## config.mk

```make
export PLATFORM = sky130hd
export DESIGN_NAME = pll_seq
export DESIGN_NICKNAME = d
export VERILOG_FILES = /design/src/rtl/pll_seq_pkg.sv /design/src/rtl/pll_seq_sync.sv /design/src/rtl/pll_seq_timer.sv /design/src/rtl/pll_seq_range.sv /design/src/rtl/pll_seq.sv
export SDC_FILE = /design/constraint.sdc
export NUM_CORES = 1
export LEC_CHECK = 0
export BUFFER_PORTS_ARGS = -buffer_cell sky130_fd_sc_hd__buf_2
export CAP_MARGIN = 15
export CELL_PAD_IN_SITES_DETAIL_PLACEMENT = 0
export CELL_PAD_IN_SITES_GLOBAL_PLACEMENT = 1
export CORE_MARGIN = 2
export CORE_UTILIZATION = 36
export DETAILED_ROUTE_END_ITERATION = 6
export GPL_TIMING_DRIVEN = 0
export HOLD_SLACK_MARGIN = 0.02
export PLACE_DENSITY_LB_ADDON = 0.1
export SYNTH_ARGS = -nofsm -noshare
export SYNTH_HDL_FRONTEND = slang
export SYNTH_SLANG_ARGS = --single-unit
```

## constraint.sdc

```tcl
create_clock -name clk -period 5.9 [get_ports clk]
set_input_delay 0.295 -clock clk [delete_from_list [all_inputs] [get_ports clk]]
set_output_delay 0.295 -clock clk [all_outputs]
set_load 0.005 [all_outputs]
```

## src/rtl/pll_seq_pkg.sv

```systemverilog
package pll_seq_pkg;

    typedef enum logic [3:0] {
        ST_IDLE,
        ST_UP_WAIT,
        ST_UP_GATE,
        ST_DN_PWR,
        ST_RP_DIV,
        ST_RP_NUM,
        ST_RP_DEN,
        ST_RP_WAIT
    } seq_state_e;

endpackage

```

## src/rtl/pll_seq_sync.sv

```systemverilog
module pll_seq_sync #(
    parameter int STAGES = 2
) (
    input  logic clk,
    input  logic rst_n,
    input  logic din,
    output logic dout
);
    logic [STAGES-1:0] chain_q;

    generate
        for (genvar g = 0; g < STAGES; g++) begin : g_stage
            always_ff @(posedge clk or negedge rst_n) begin
                if (!rst_n) begin
                    chain_q[g] <= 1'b0;
                end else if (g == 0) begin
                    chain_q[g] <= din;
                end else begin
                    chain_q[g] <= chain_q[(g == 0) ? 0 : g-1];
                end
            end
        end
    endgenerate

    assign dout = chain_q[STAGES-1];
endmodule

```

## src/rtl/pll_seq_timer.sv

```systemverilog
module pll_seq_timer #(
    parameter int LIMIT  = 20_000_000,
    parameter int SETTLE = 4
) (
    input  logic clk,
    input  logic rst_n,
    input  logic run,
    output logic expired,
    output logic settled
);
    localparam int CW = $clog2(LIMIT + 1);
    localparam logic [CW-1:0] LAST_V   = CW'(LIMIT - 1);
    localparam logic [CW-1:0] SETTLE_V = CW'(SETTLE);

    logic [CW-1:0] cnt_d, cnt_q;

    always_comb begin
        cnt_d = cnt_q;
        if (!run) begin
            cnt_d = '0;
        end else if (cnt_q < LAST_V) begin
            cnt_d = cnt_q + 1'b1;
        end
    end

    always_ff @(posedge clk or negedge rst_n) begin
        if (!rst_n) cnt_q <= '0;
        else        cnt_q <= cnt_d;
    end

    assign expired = run && (cnt_q >= LAST_V);
    assign settled = run && (cnt_q >= SETTLE_V);

    AST_TMR_BOUND: assert property (@(posedge clk) disable iff (!rst_n)
        cnt_q <= LAST_V);
    AST_TMR_IDLE_ZERO: assert property (@(posedge clk) disable iff (!rst_n)
        !$past(run) |-> cnt_q == '0);
endmodule

```

## src/rtl/pll_seq_range.sv

```systemverilog
module pll_seq_range #(
    parameter int DIV_W   = 7,
    parameter int MUL_MIN = 27,
    parameter int MUL_MAX = 54
) (
    input  logic [DIV_W-1:0] div,
    output logic             legal
);
    localparam logic [DIV_W-1:0] LO_V = DIV_W'(MUL_MIN);
    localparam logic [DIV_W-1:0] HI_V = DIV_W'(MUL_MAX);

    always_comb begin
        legal = (div >= LO_V) && (div <= HI_V);
    end
endmodule

```

## src/rtl/pll_seq.sv

```systemverilog
module pll_seq #(
    parameter int   DIV_W          = 7,
    parameter int   NUM_W          = 30,
    parameter int   DEN_W          = 30,
    parameter int   DEN_VALUE      = 1_000_000,
    parameter int   MUL_MIN        = 27,
    parameter int   MUL_MAX        = 54,
    parameter int   TIMEOUT_CYCLES = 20_000_000,
    parameter int   SETTLE_CYCLES  = 4,
    parameter int   SYNC_STAGES    = 2,
    parameter logic POWER_ON_LEVEL = 1'b1
) (
    input  logic             clk,
    input  logic             rst_n,
    input  logic             req_enable,
    input  logic             req_disable,
    input  logic             req_reprog,
    input  logic [DIV_W-1:0] req_div,
    input  logic [NUM_W-1:0] req_num,
    input  logic             lock_async,
    output logic             pll_power,
    output logic             pll_bypass,
    output logic             pll_out_en,
    output logic [DIV_W-1:0] pll_div,
    output logic [NUM_W-1:0] pll_num,
    output logic [DEN_W-1:0] pll_den,
    output logic             busy,
    output logic             done,
    output logic             error
);
    import pll_seq_pkg::*;

    localparam logic             PWR_OFF   = ~POWER_ON_LEVEL;
    localparam logic [DEN_W-1:0] DEN_V     = DEN_W'(DEN_VALUE);
    localparam logic [DIV_W-1:0] DIV_RST_V = DIV_W'(MUL_MIN);

    typedef struct packed {
        seq_state_e       st;
        logic             power;
        logic             bypass;
        logic             out_en;
        logic [DIV_W-1:0] div;
        logic [NUM_W-1:0] num;
        logic [DEN_W-1:0] den;
        logic             snap_power;
        logic             snap_bypass;
        logic             snap_out_en;
        logic [DIV_W-1:0] stg_div;
        logic [NUM_W-1:0] stg_num;
        logic             was_on;
        logic             busy;
        logic             done;
        logic             error;
    } seq_regs_t;

    seq_regs_t r_d, r_q;

    logic lock_s;
    logic wait_run;
    logic wait_expired;
    logic wait_settled;
    logic div_legal;
    logic pwr_on_q;

    pll_seq_sync #(.STAGES(SYNC_STAGES)) u_sync (
        .clk  (clk),
        .rst_n(rst_n),
        .din  (lock_async),
        .dout (lock_s)
    );

    assign wait_run = (r_q.st == ST_UP_WAIT) || (r_q.st == ST_RP_WAIT);

    pll_seq_timer #(.LIMIT(TIMEOUT_CYCLES), .SETTLE(SETTLE_CYCLES)) u_timer (
        .clk    (clk),
        .rst_n  (rst_n),
        .run    (wait_run),
        .expired(wait_expired),
        .settled(wait_settled)
    );

    pll_seq_range #(.DIV_W(DIV_W), .MUL_MIN(MUL_MIN), .MUL_MAX(MUL_MAX)) u_range (
        .div  (req_div),
        .legal(div_legal)
    );

    assign pwr_on_q = (r_q.power == POWER_ON_LEVEL);

    always_comb begin
        r_d       = r_q;
        r_d.done  = 1'b0;
        r_d.error = 1'b0;
        unique case (r_q.st)
            ST_IDLE: begin
                r_d.busy = 1'b0;
                if (req_enable) begin
                    r_d.snap_power  = r_q.power;
                    r_d.snap_bypass = r_q.bypass;
                    r_d.snap_out_en = r_q.out_en;
                    r_d.power       = POWER_ON_LEVEL;
                    r_d.busy        = 1'b1;
                    r_d.st          = ST_UP_WAIT;
                end else if (req_disable) begin
                    r_d.bypass = 1'b1;
                    r_d.out_en = 1'b0;
                    r_d.busy   = 1'b1;
                    r_d.st     = ST_DN_PWR;
                end else if (req_reprog) begin
                    if (!div_legal) begin
                        r_d.error = 1'b1;
                    end else begin
                        r_d.stg_div     = req_div;
                        r_d.stg_num     = req_num;
                        r_d.was_on      = pwr_on_q;
                        r_d.snap_bypass = r_q.bypass;
                        r_d.bypass      = 1'b1;
                        r_d.busy        = 1'b1;
                        r_d.st          = ST_RP_DIV;
                    end
                end
            end
            ST_UP_WAIT: begin
                if (lock_s && wait_settled) begin
                    r_d.bypass = 1'b0;
                    r_d.st     = ST_UP_GATE;
                end else if (wait_expired) begin
                    r_d.power  = r_q.snap_power;
                    r_d.bypass = r_q.snap_bypass;
                    r_d.out_en = r_q.snap_out_en;
                    r_d.error  = 1'b1;
                    r_d.busy   = 1'b0;
                    r_d.st     = ST_IDLE;
                end
            end
            ST_UP_GATE: begin
                r_d.out_en = 1'b1;
                r_d.done   = 1'b1;
                r_d.busy   = 1'b0;
                r_d.st     = ST_IDLE;
            end
            ST_DN_PWR: begin
                r_d.power = PWR_OFF;
                r_d.done  = 1'b1;
                r_d.busy  = 1'b0;
                r_d.st    = ST_IDLE;
            end
            ST_RP_DIV: begin
                r_d.div = r_q.stg_div;
                r_d.st  = ST_RP_NUM;
            end
            ST_RP_NUM: begin
                r_d.num = r_q.stg_num;
                r_d.st  = ST_RP_DEN;
            end
            ST_RP_DEN: begin
                r_d.den = DEN_V;
                if (r_q.was_on) begin
                    r_d.st = ST_RP_WAIT;
                end else begin
                    r_d.done = 1'b1;
                    r_d.busy = 1'b0;
                    r_d.st   = ST_IDLE;
                end
            end
            ST_RP_WAIT: begin
                if (lock_s && wait_settled) begin
                    r_d.bypass = r_q.snap_bypass;
                    r_d.done   = 1'b1;
                    r_d.busy   = 1'b0;
                    r_d.st     = ST_IDLE;
                end else if (wait_expired) begin
                    r_d.error = 1'b1;
                    r_d.busy  = 1'b0;
                    r_d.st    = ST_IDLE;
                end
            end
            default: begin
                r_d.st   = ST_IDLE;
                r_d.busy = 1'b0;
            end
        endcase
    end

    always_ff @(posedge clk or negedge rst_n) begin
        if (!rst_n) begin
            r_q             <= '0;
            r_q.st          <= ST_IDLE;
            r_q.power       <= PWR_OFF;
            r_q.bypass      <= 1'b1;
            r_q.snap_power  <= PWR_OFF;
            r_q.snap_bypass <= 1'b1;
            r_q.div         <= DIV_RST_V;
            r_q.stg_div     <= DIV_RST_V;
        end else begin
            r_q <= r_d;
        end
    end

    assign pll_power  = r_q.power;
    assign pll_bypass = r_q.bypass;
    assign pll_out_en = r_q.out_en;
    assign pll_div    = r_q.div;
    assign pll_num    = r_q.num;
    assign pll_den    = r_q.den;
    assign busy       = r_q.busy;
    assign done       = r_q.done;
    assign error      = r_q.error;

    AST_BYPASS_AFTER_LOCK: assert property (@(posedge clk) disable iff (!rst_n)
        $fell(pll_bypass) |-> $past(lock_async, 3));
    AST_GATE_ON_PLL_PATH: assert property (@(posedge clk) disable iff (!rst_n)
        $rose(pll_out_en) |-> !pll_bypass && pwr_on_q);
    AST_POWER_OFF_IN_BYPASS: assert property (@(posedge clk) disable iff (!rst_n)
        $fell(pwr_on_q) |-> $past(pll_bypass));
    AST_DEN_CONSTANT: assert property (@(posedge clk) disable iff (!rst_n)
        !$stable(pll_den) |-> pll_den == DEN_V);
    AST_DIV_LEGAL: assert property (@(posedge clk) disable iff (!rst_n)
        !$stable(pll_div) |-> pll_div >= DIV_W'(MUL_MIN) && pll_div <= DIV_W'(MUL_MAX));
    AST_DONE_PULSE: assert property (@(posedge clk) disable iff (!rst_n)
        done |=> !done);
    AST_ERROR_PULSE: assert property (@(posedge clk) disable iff (!rst_n)
        error |=> !error);
    AST_NOT_BOTH: assert property (@(posedge clk) disable iff (!rst_n)
        !(done && error));
    AST_FREQ_FROZEN_IDLE: assert property (@(posedge clk) disable iff (!rst_n)
        !$past(busy) && !busy |-> $stable(pll_div) && $stable(pll_num));
endmodule

```

==> flow_metrics.env, run 1 <==
export IMPL_status="completed"
export IMPL_finish_net_count=679
export IMPL_synthesis_yosys_warnings=0
export IMPL_power_density_cell_area_mw_per_mm2=396
export IMPL_cts_buffers_inserted=17
export IMPL_criticalPathCategory="flip-flop to flip-flop"
export IMPL_grt_util_all_layers_pct=15.9
export IMPL_post_synth_instance_area_sq_mm=0.00568
export IMPL_ys_dominant_reg_cell="dfrtp_1"
export IMPL_floorplan_initialDensity_pct=37.1
export IMPL_grt_setup_unrepaired="no"
export IMPL_power_ir_vdd_worst_uv=218
export IMPL_synth_top_cells_by_area="dfrtp_1 46%, mux2_2 15%, buf_4 8.9%"
export IMPL_drt_initial_drc_count=279
export IMPL_fp_dieW_microns=130
export IMPL_fin_crit_sh_pct=42.3
export IMPL_synth_async_sr_flop_share_pct=100
export IMPL_grt_util_met3_pct=6.52
export IMPL_grt_busiest_layer="met2"
export IMPL_use_met1_pct=20.0
export IMPL_postCtsSetupRepairBufs=0
export IMPL_cts_resized_gates=0
export IMPL_cts_reportedPaths_clkPinSlew_ns=0.06
export IMPL_clock_insertion_delay_worst_skew_ns=0.41
export IMPL_route_detailed_wl_per_inst_microns=14.3
export IMPL_clock_skew_final_ns=0.00951
export IMPL_hold_worst_slack_ns=0.110
export IMPL_post_route_min_period_ns=2.49
export IMPL_grt_first_pass_wirelength_mm=20.7
export IMPL_port_buffer_count=92
export IMPL_post_synth_top_area_fraction_pct=46.3
export IMPL_worst_setup_path_start_kind="flip-flop"
export IMPL_total_of_max_cap_violations=0
export IMPL_grt_remaining_overflow=0
export IMPL_compound_cell_area_share_of_the_yosys_netlist_pct=8.62
export IMPL_clock_fmax_mhz=401
export IMPL_fp_dieArea_sq_mm=0.0168
export IMPL_clock_sinks=115
export IMPL_post_route_util_pct=46.7
export IMPL_grt_max_degree=69
export IMPL_share_of_synthesized_area_spent_on_multiplexers_pct=15.1
export IMPL_synth_simple_gate_area_share_pct=11.7
export IMPL_grt_util_met2_pct=24.8
export IMPL_setup_viol=0
export IMPL_finalWeightedCongestion=0.816
export IMPL_ant_nets=0
export IMPL_via_count_of_the_first_global_routing_pass=4192
export IMPL_syn_instance_count=498
export IMPL_hold_path_class="primary input to flip-flop"
export IMPL_std_cell_rows=45
export IMPL_timing_final_max_slew_violations=0
export IMPL_io_pin_count=116
export IMPL_seq_area_frac_synth_pct=50.9
export IMPL_area_growth_syn_to_layout_pct=26.1
export IMPL_routed_wl_mm=12.3
export IMPL_totalNegativeSetupSlack_ns=0
export IMPL_largest_fanout_of_any_net_on_the_critical_path=5
export IMPL_hpwl_mm=8.82
export IMPL_dr_total_vias=4095
export IMPL_route_detailed_vias_per_inst=4.77
export IMPL_chipHeight_microns=130
export IMPL_post_synth_fa_ha_maj_area_fraction_pct=0.441
export IMPL_final_cell_count_no_fill=859
export IMPL_clk_path_buf_depth=2
export IMPL_yosysTopAreaCell="dfrtp_1"
export IMPL_timing_critical_path_required_ns=6.23
export IMPL_kind_of_capture_point_of_the_worst_setup_path="flip-flop"
export IMPL_synth_cell_type_count=51
export IMPL_placeableCoreArea_sq_mm=0.0153
export IMPL_finalHoldViolCount=0
export IMPL_yosys_register_bits=115
export IMPL_drtPass1Iterations=6
export IMPL_synth_top_family_by_area="multiplexers"
export IMPL_cts_htree_levels=4
export IMPL_number_of_buffers_inserted_by_hold_repair_at_cts=2
export IMPL_relSlewSlack_pct=24.8
export IMPL_avgSynthCellArea_sq_um=11.4
export IMPL_static_leakage_power_nw=3.55
export IMPL_cts_root_buf="clkbuf_16"
export IMPL_number_of_antenna_violations_at_the_first_check_in_global_routing=1
export IMPL_numPlacedInstances=824
export IMPL_post_synthesis_xor_xnor_area_fraction_pct=2.01
export IMPL_detail_route_drc_violations=0
export IMPL_arrival_ns=2.82
export IMPL_drive_gt1_share_pct=45.6
export IMPL_worst_pin_slew_ns=1.12
export IMPL_cts_tree="built"
export IMPL_synth_enable_flop_cells=0
[worst paths after layout]
kind | from | end | slack, ns | depth (start not counted)
worst max-delay path | u_timer.cnt_q[9] | u_timer.cnt_q[19] | 3.41 | 5
worst min-delay path | req_num[24] | r_q[28] | 0.11 | 2
worst max register to register | u_timer.cnt_q[9] | u_timer.cnt_q[19] | 3.41 | 5
worst min register to register | u_sync.chain_q[0] | u_sync.dout | 0.36 | 0
max in group asynchronous | rst_n | pll_div[1] | 4.78 | 3
min in group asynchronous | rst_n | u_timer.cnt_q[22] | 0.38 | 2
[metrics by stage]
| stage | instance area (sq um) | total power, W | worst slack (ns) |
|---|---|---|---|
| 4_1_cts | 7150 | 0.00288 | 3.38 |
| 2_1_floorplan | 5760 | 0.00155 | 3.84 |
| 3_5_place_dp | 6520 | 0.00181 | 3.38 |
| 6_report | 7160 | 0.00284 | 3.41 |
| 3_3_place_gp | 6480 | 0.00179 | 3.12 |
| 5_1_grt | 7150 | 0.00302 | 3.24 |
[where the power goes]
part,internal (W),switching (W)
clock,0.000680,0.000374
sequential,0.000963,0.0000885
combinational,0.000381,0.000350
[cell usage after synthesis, types with 3 or more instances]
master,number
a211o_1,3
a211oi_1,4
clkbuf_1,15
o211ai_1,3
xor2_1,11
and3_1,5
nand3_1,15
buf_2,7
or4_1,11
a21oi_1,22
nor4_1,5
nand4_1,13
nor3_1,7
nor2_1,26
buf_4,67
dfstp_2,10
o31ai_1,14
inv_1,5
mux2_2,76
dfrtp_1,105
o21ai_0,8
and2_1,7
nand2_1,23
[routing by layer]
layer	wire length, microns	vias up
met5	0	-
met4	141	0
met3	861	8
met2	5690	101
met1	5600	2013
li1	-	1973
[registers in the layout (all words and copies together) (netlist names)]
| register | flops |
|---|---|
| r_q | 44 |
| done | 1 |
| pll_den | 1 |
| busy | 1 |
| u_sync.dout | 1 |
| pll_out_en | 1 |
| pll_bypass | 1 |
| pll_power | 1 |
| u_timer.cnt_q | 25 |
| pll_num | 30 |
| error | 1 |
| pll_div | 7 |
| u_sync.chain_q | 1 |
[critical path, stage by stage (launching register included)]
cell and delay (ns):
dfrtp_1 0.43, nand3_1 0.20, nor4_1 0.99, nand3_1 0.21, or4_1 0.44, a21oi_1 0.15
[cell families after synthesis]
kind of cell / after synthesis
simple gates: 124
mux: 76
xor+xnor: 13
flops: 115
fa+ha+maj: 2
other cells: 1
compound gates: 71
buf+inv: 96
[placed cells by master (no fill, tap or decap), types with 3 or more instances in the layout]
cell type,synthesis,routed
nand3_1,15,15
buf_6,2,3
mux2_2,76,76
nor3_1,7,7
bufinv_16,0,3
buf_4,67,67
a211o_1,3,3
clkbuf_1,15,15
nor4_1,5,5
nand4_1,13,13
o211ai_1,3,3
inv_6,0,4
nor2_1,26,26
o21ai_0,8,8
dfstp_2,10,10
dfrtp_1,105,105
conb_1,1,23
or4_1,11,11
and3_1,5,5
a21oi_1,22,22
clkbuf_16,0,17
and2_1,7,7
buf_2,7,98
xor2_1,11,11
nand2_1,23,23
inv_1,5,5
clkinv_4,0,3
o31ai_1,14,14
a211oi_1,4,4
[layout make-up]
| class | instances | area, sq um |
|---|---|---|
| Clock inverter | 14 | 176 |
| Inverter | 5 | 18.8 |
| Timing Repair Buffer | 95 | 514 |
| Antenna cell | 1 | 2.50 |
| Fill cell | 1484 | 8160 |
| Tap cell | 211 | 264 |
| Multi-Input combinational cell | 309 | 2230 |
| Clock buffer | 18 | 439 |
| Sequential cell | 115 | 2890 |
| Buffer | 91 | 617 |
No activity file was read; power rests on OpenSTA's default activity.
==> run 2: changes to the inputs <==
==> constraint.sdc (replaced) <==
create_clock -name clk -period 2.5 [get_ports clk]
set_input_delay 0.125 -clock clk [delete_from_list [all_inputs] [get_ports clk]]
set_output_delay 0.125 -clock clk [all_outputs]
set_load 0.005 [all_outputs]
==> flow_metrics.env, run 2 (same netlist as run 1, synthesis figures left out) <==
export IMPL_largest_register_ffs=44
export IMPL_drtPass1Iterations=5
export IMPL_timing_final_max_slew_violations=0
export IMPL_dr_total_vias=4225
export IMPL_std_cell_rows=45
export IMPL_finish_net_count=715
export IMPL_setup_viol=0
export IMPL_relSlewSlack_pct=45.6
export IMPL_kind_of_capture_point_of_the_worst_setup_path="flip-flop"
export IMPL_largest_fanout_of_any_net_on_the_critical_path=10
export IMPL_clock_sinks=115
export IMPL_grt_remaining_overflow=0
export IMPL_worst_setup_path_start_kind="flip-flop"
export IMPL_cts_buffers_inserted=17
export IMPL_hold_path_class="primary input to flip-flop"
export IMPL_grt_max_degree=69
export IMPL_final_common_cell="dfrtp_1"
export IMPL_total_of_max_cap_violations=0
export IMPL_cp_slowest_stage_delay_ns=0.52
export IMPL_num_fill_cells=1462
export IMPL_p_total_w=0.00674
export IMPL_drt_initial_drc_count=225
export IMPL_cts_htree_levels=4
export IMPL_clk_path_buf_depth=2
export IMPL_critical_path_top_delay_family="simple AND/OR/NAND/NOR gates"
export IMPL_detail_route_drc_violations=0
export IMPL_port_buffer_count=92
export IMPL_drive_gt1_share_pct=43.6
export IMPL_floorplan_initialDensity_pct=37.1
export IMPL_layout_common_cells="105 x dfrtp_1, 98 x buf_2, 76 x mux2_2"
export IMPL_arrival_ns=2.69
export IMPL_route_detailed_vias_per_inst=4.73
export IMPL_power_density_cell_area_mw_per_mm2=893
export IMPL_totalNegativeSetupSlack_ns=0
export IMPL_clock_fmax_mhz=419
export IMPL_top_register="r_q"
export IMPL_worst_path_most_repeated_cell="buf_6"
export IMPL_route_detailed_wl_per_inst_microns=14.1
export IMPL_io_pin_count=116
export IMPL_static_leakage_power_nw=3.70
export IMPL_ant_nets=0
export IMPL_cts_root_buf="clkbuf_16"
export IMPL_worst_pin_slew_ns=0.810
export IMPL_timing_critical_path_required_ns=2.80
export IMPL_power_ir_vdd_worst_uv=516
export IMPL_fp_dieArea_sq_mm=0.0168
export IMPL_status="completed"
export IMPL_finalHoldViolCount=0
export IMPL_area_of_combinational_cells_with_multiple_inputs_sq_mm=0.00226
export IMPL_cts_reportedPaths_clkPinSlew_ns=0.05
export IMPL_hold_worst_slack_ns=0.0841
export IMPL_area_growth_syn_to_layout_pct=32.8
export IMPL_fin_crit_sh_pct=95.5
export IMPL_cts_tree="built"
export IMPL_routed_wl_mm=12.6
export IMPL_grt_setup_unrepaired="no"
export IMPL_hpwl_mm=8.82
export IMPL_register_area_sq_mm=0.00289
export IMPL_crit_path_top_delay_cell="or4b_1"
export IMPL_grt_util_all_layers_pct=16.2
export IMPL_criticalPathCategory="flip-flop to flip-flop"
export IMPL_post_route_min_period_ns=2.39
export IMPL_insertedDiodeCount=0
export IMPL_crit_chain="nor3_2 -> or4b_1 -> a2bb2oi_4 -> a21oi_4 -> buf_6 -> buf_6 -> nor3_1 -> o21a_1"
export IMPL_chipHeight_microns=130
export IMPL_placeableCoreArea_sq_mm=0.0153
export IMPL_clock_insertion_delay_worst_skew_ns=0.41
export IMPL_clock_skew_final_ns=0.0102
export IMPL_via_count_of_the_first_global_routing_pass=4287
export IMPL_critPathBufInv=2
export IMPL_number_of_antenna_violations_at_the_first_check_in_global_routing=0
export IMPL_grt_first_pass_wirelength_mm=21.1
export IMPL_fp_dieW_microns=130
export IMPL_finalWeightedCongestion=0.816
[run 2: cell types whose count changed in the layout (fill, tap and decap cells not counted)]
cell | before | now
diode_2 | 1 | 0
a2bb2oi_2 | 1 | 0
nor4_1 | 5 | 4
nor4_2 | 1 | 2
dlygate4sd3_1 | 2 | 38
nor3_2 | 1 | 3
nor3_1 | 7 | 5
a2bb2oi_4 | 0 | 1
[run 2: final timing paths]
kind / start / endpoint / slack, ns / cells after the start
max: u_timer.cnt_q[18] / u_timer.cnt_q[24] / 0.11 / 8
min: req_reprog / error / 0.08 / 3
max reg2reg: u_timer.cnt_q[18] / u_timer.cnt_q[24] / 0.11 / 8
min in group asynchronous: rst_n / u_timer.cnt_q[22] / 0.21 / 2
min reg2reg: u_sync.chain_q[0] / u_sync.dout / 0.36 / 0
max in group asynchronous: rst_n / pll_div[1] / 1.55 / 3
[run 2: timing repair]
item / 4_1_cts / 5_1_grt
resized for setup: 1 / 3
hold buffers: 38 / 0
endpoints found under the hold margin: 84 / 0
endpoints found under the setup margin: 12 / 13
cloned: 0 / 0
buffers inserted: 0 / 0
[run 2: power breakdown]
| group | switching, W | internal (W) | leakage [nW] | total [W] |
|---|---|---|---|---|
| Clock | 0.000885 | 0.00160 | 0.298 | 0.00249 |
| Combinational | 0.000831 | 0.000935 | 1.88 | 0.00177 |
| Sequential | 0.000209 | 0.00227 | 1.53 | 0.00248 |
[run 2: layout make-up]
class	count	share of cell area [%]
timing repair buffer	131	11.6
inverter	5	0.249
clock inverter	14	2.34
multi-input combinational	309	30.0
sequential	115	38.3
tap	211	3.50
clock buffer	18	5.82
buffer	91	8.18
[run 2: routing by layer]
metal	vias to the layer above	global-route usage, %	wire, microns
li1	2043	-	-
met1	2066	20.5	5780
met2	109	25.5	5920
met3	7	5.86	744
met4	0	5.88	129
met5	-	0	0
[run 2: worst min-delay path, cell delays in order]
cell,delay (ns)
buf_2,0.12
nand3_1,0.10
o21ai_0,0.09
[run 2: per-stage QoR]
step,instance area [sq um],cells,util (%),worst slack [ns]
floorplan,5760,520,-,0.440
global placement,6480,823,42.3,-0.106
detailed placement,6520,824,42.6,-0.0206
CTS,7520,894,49.1,0.0426
global route,7540,894,49.2,0.0139
finish,7540,894,49.2,0.114
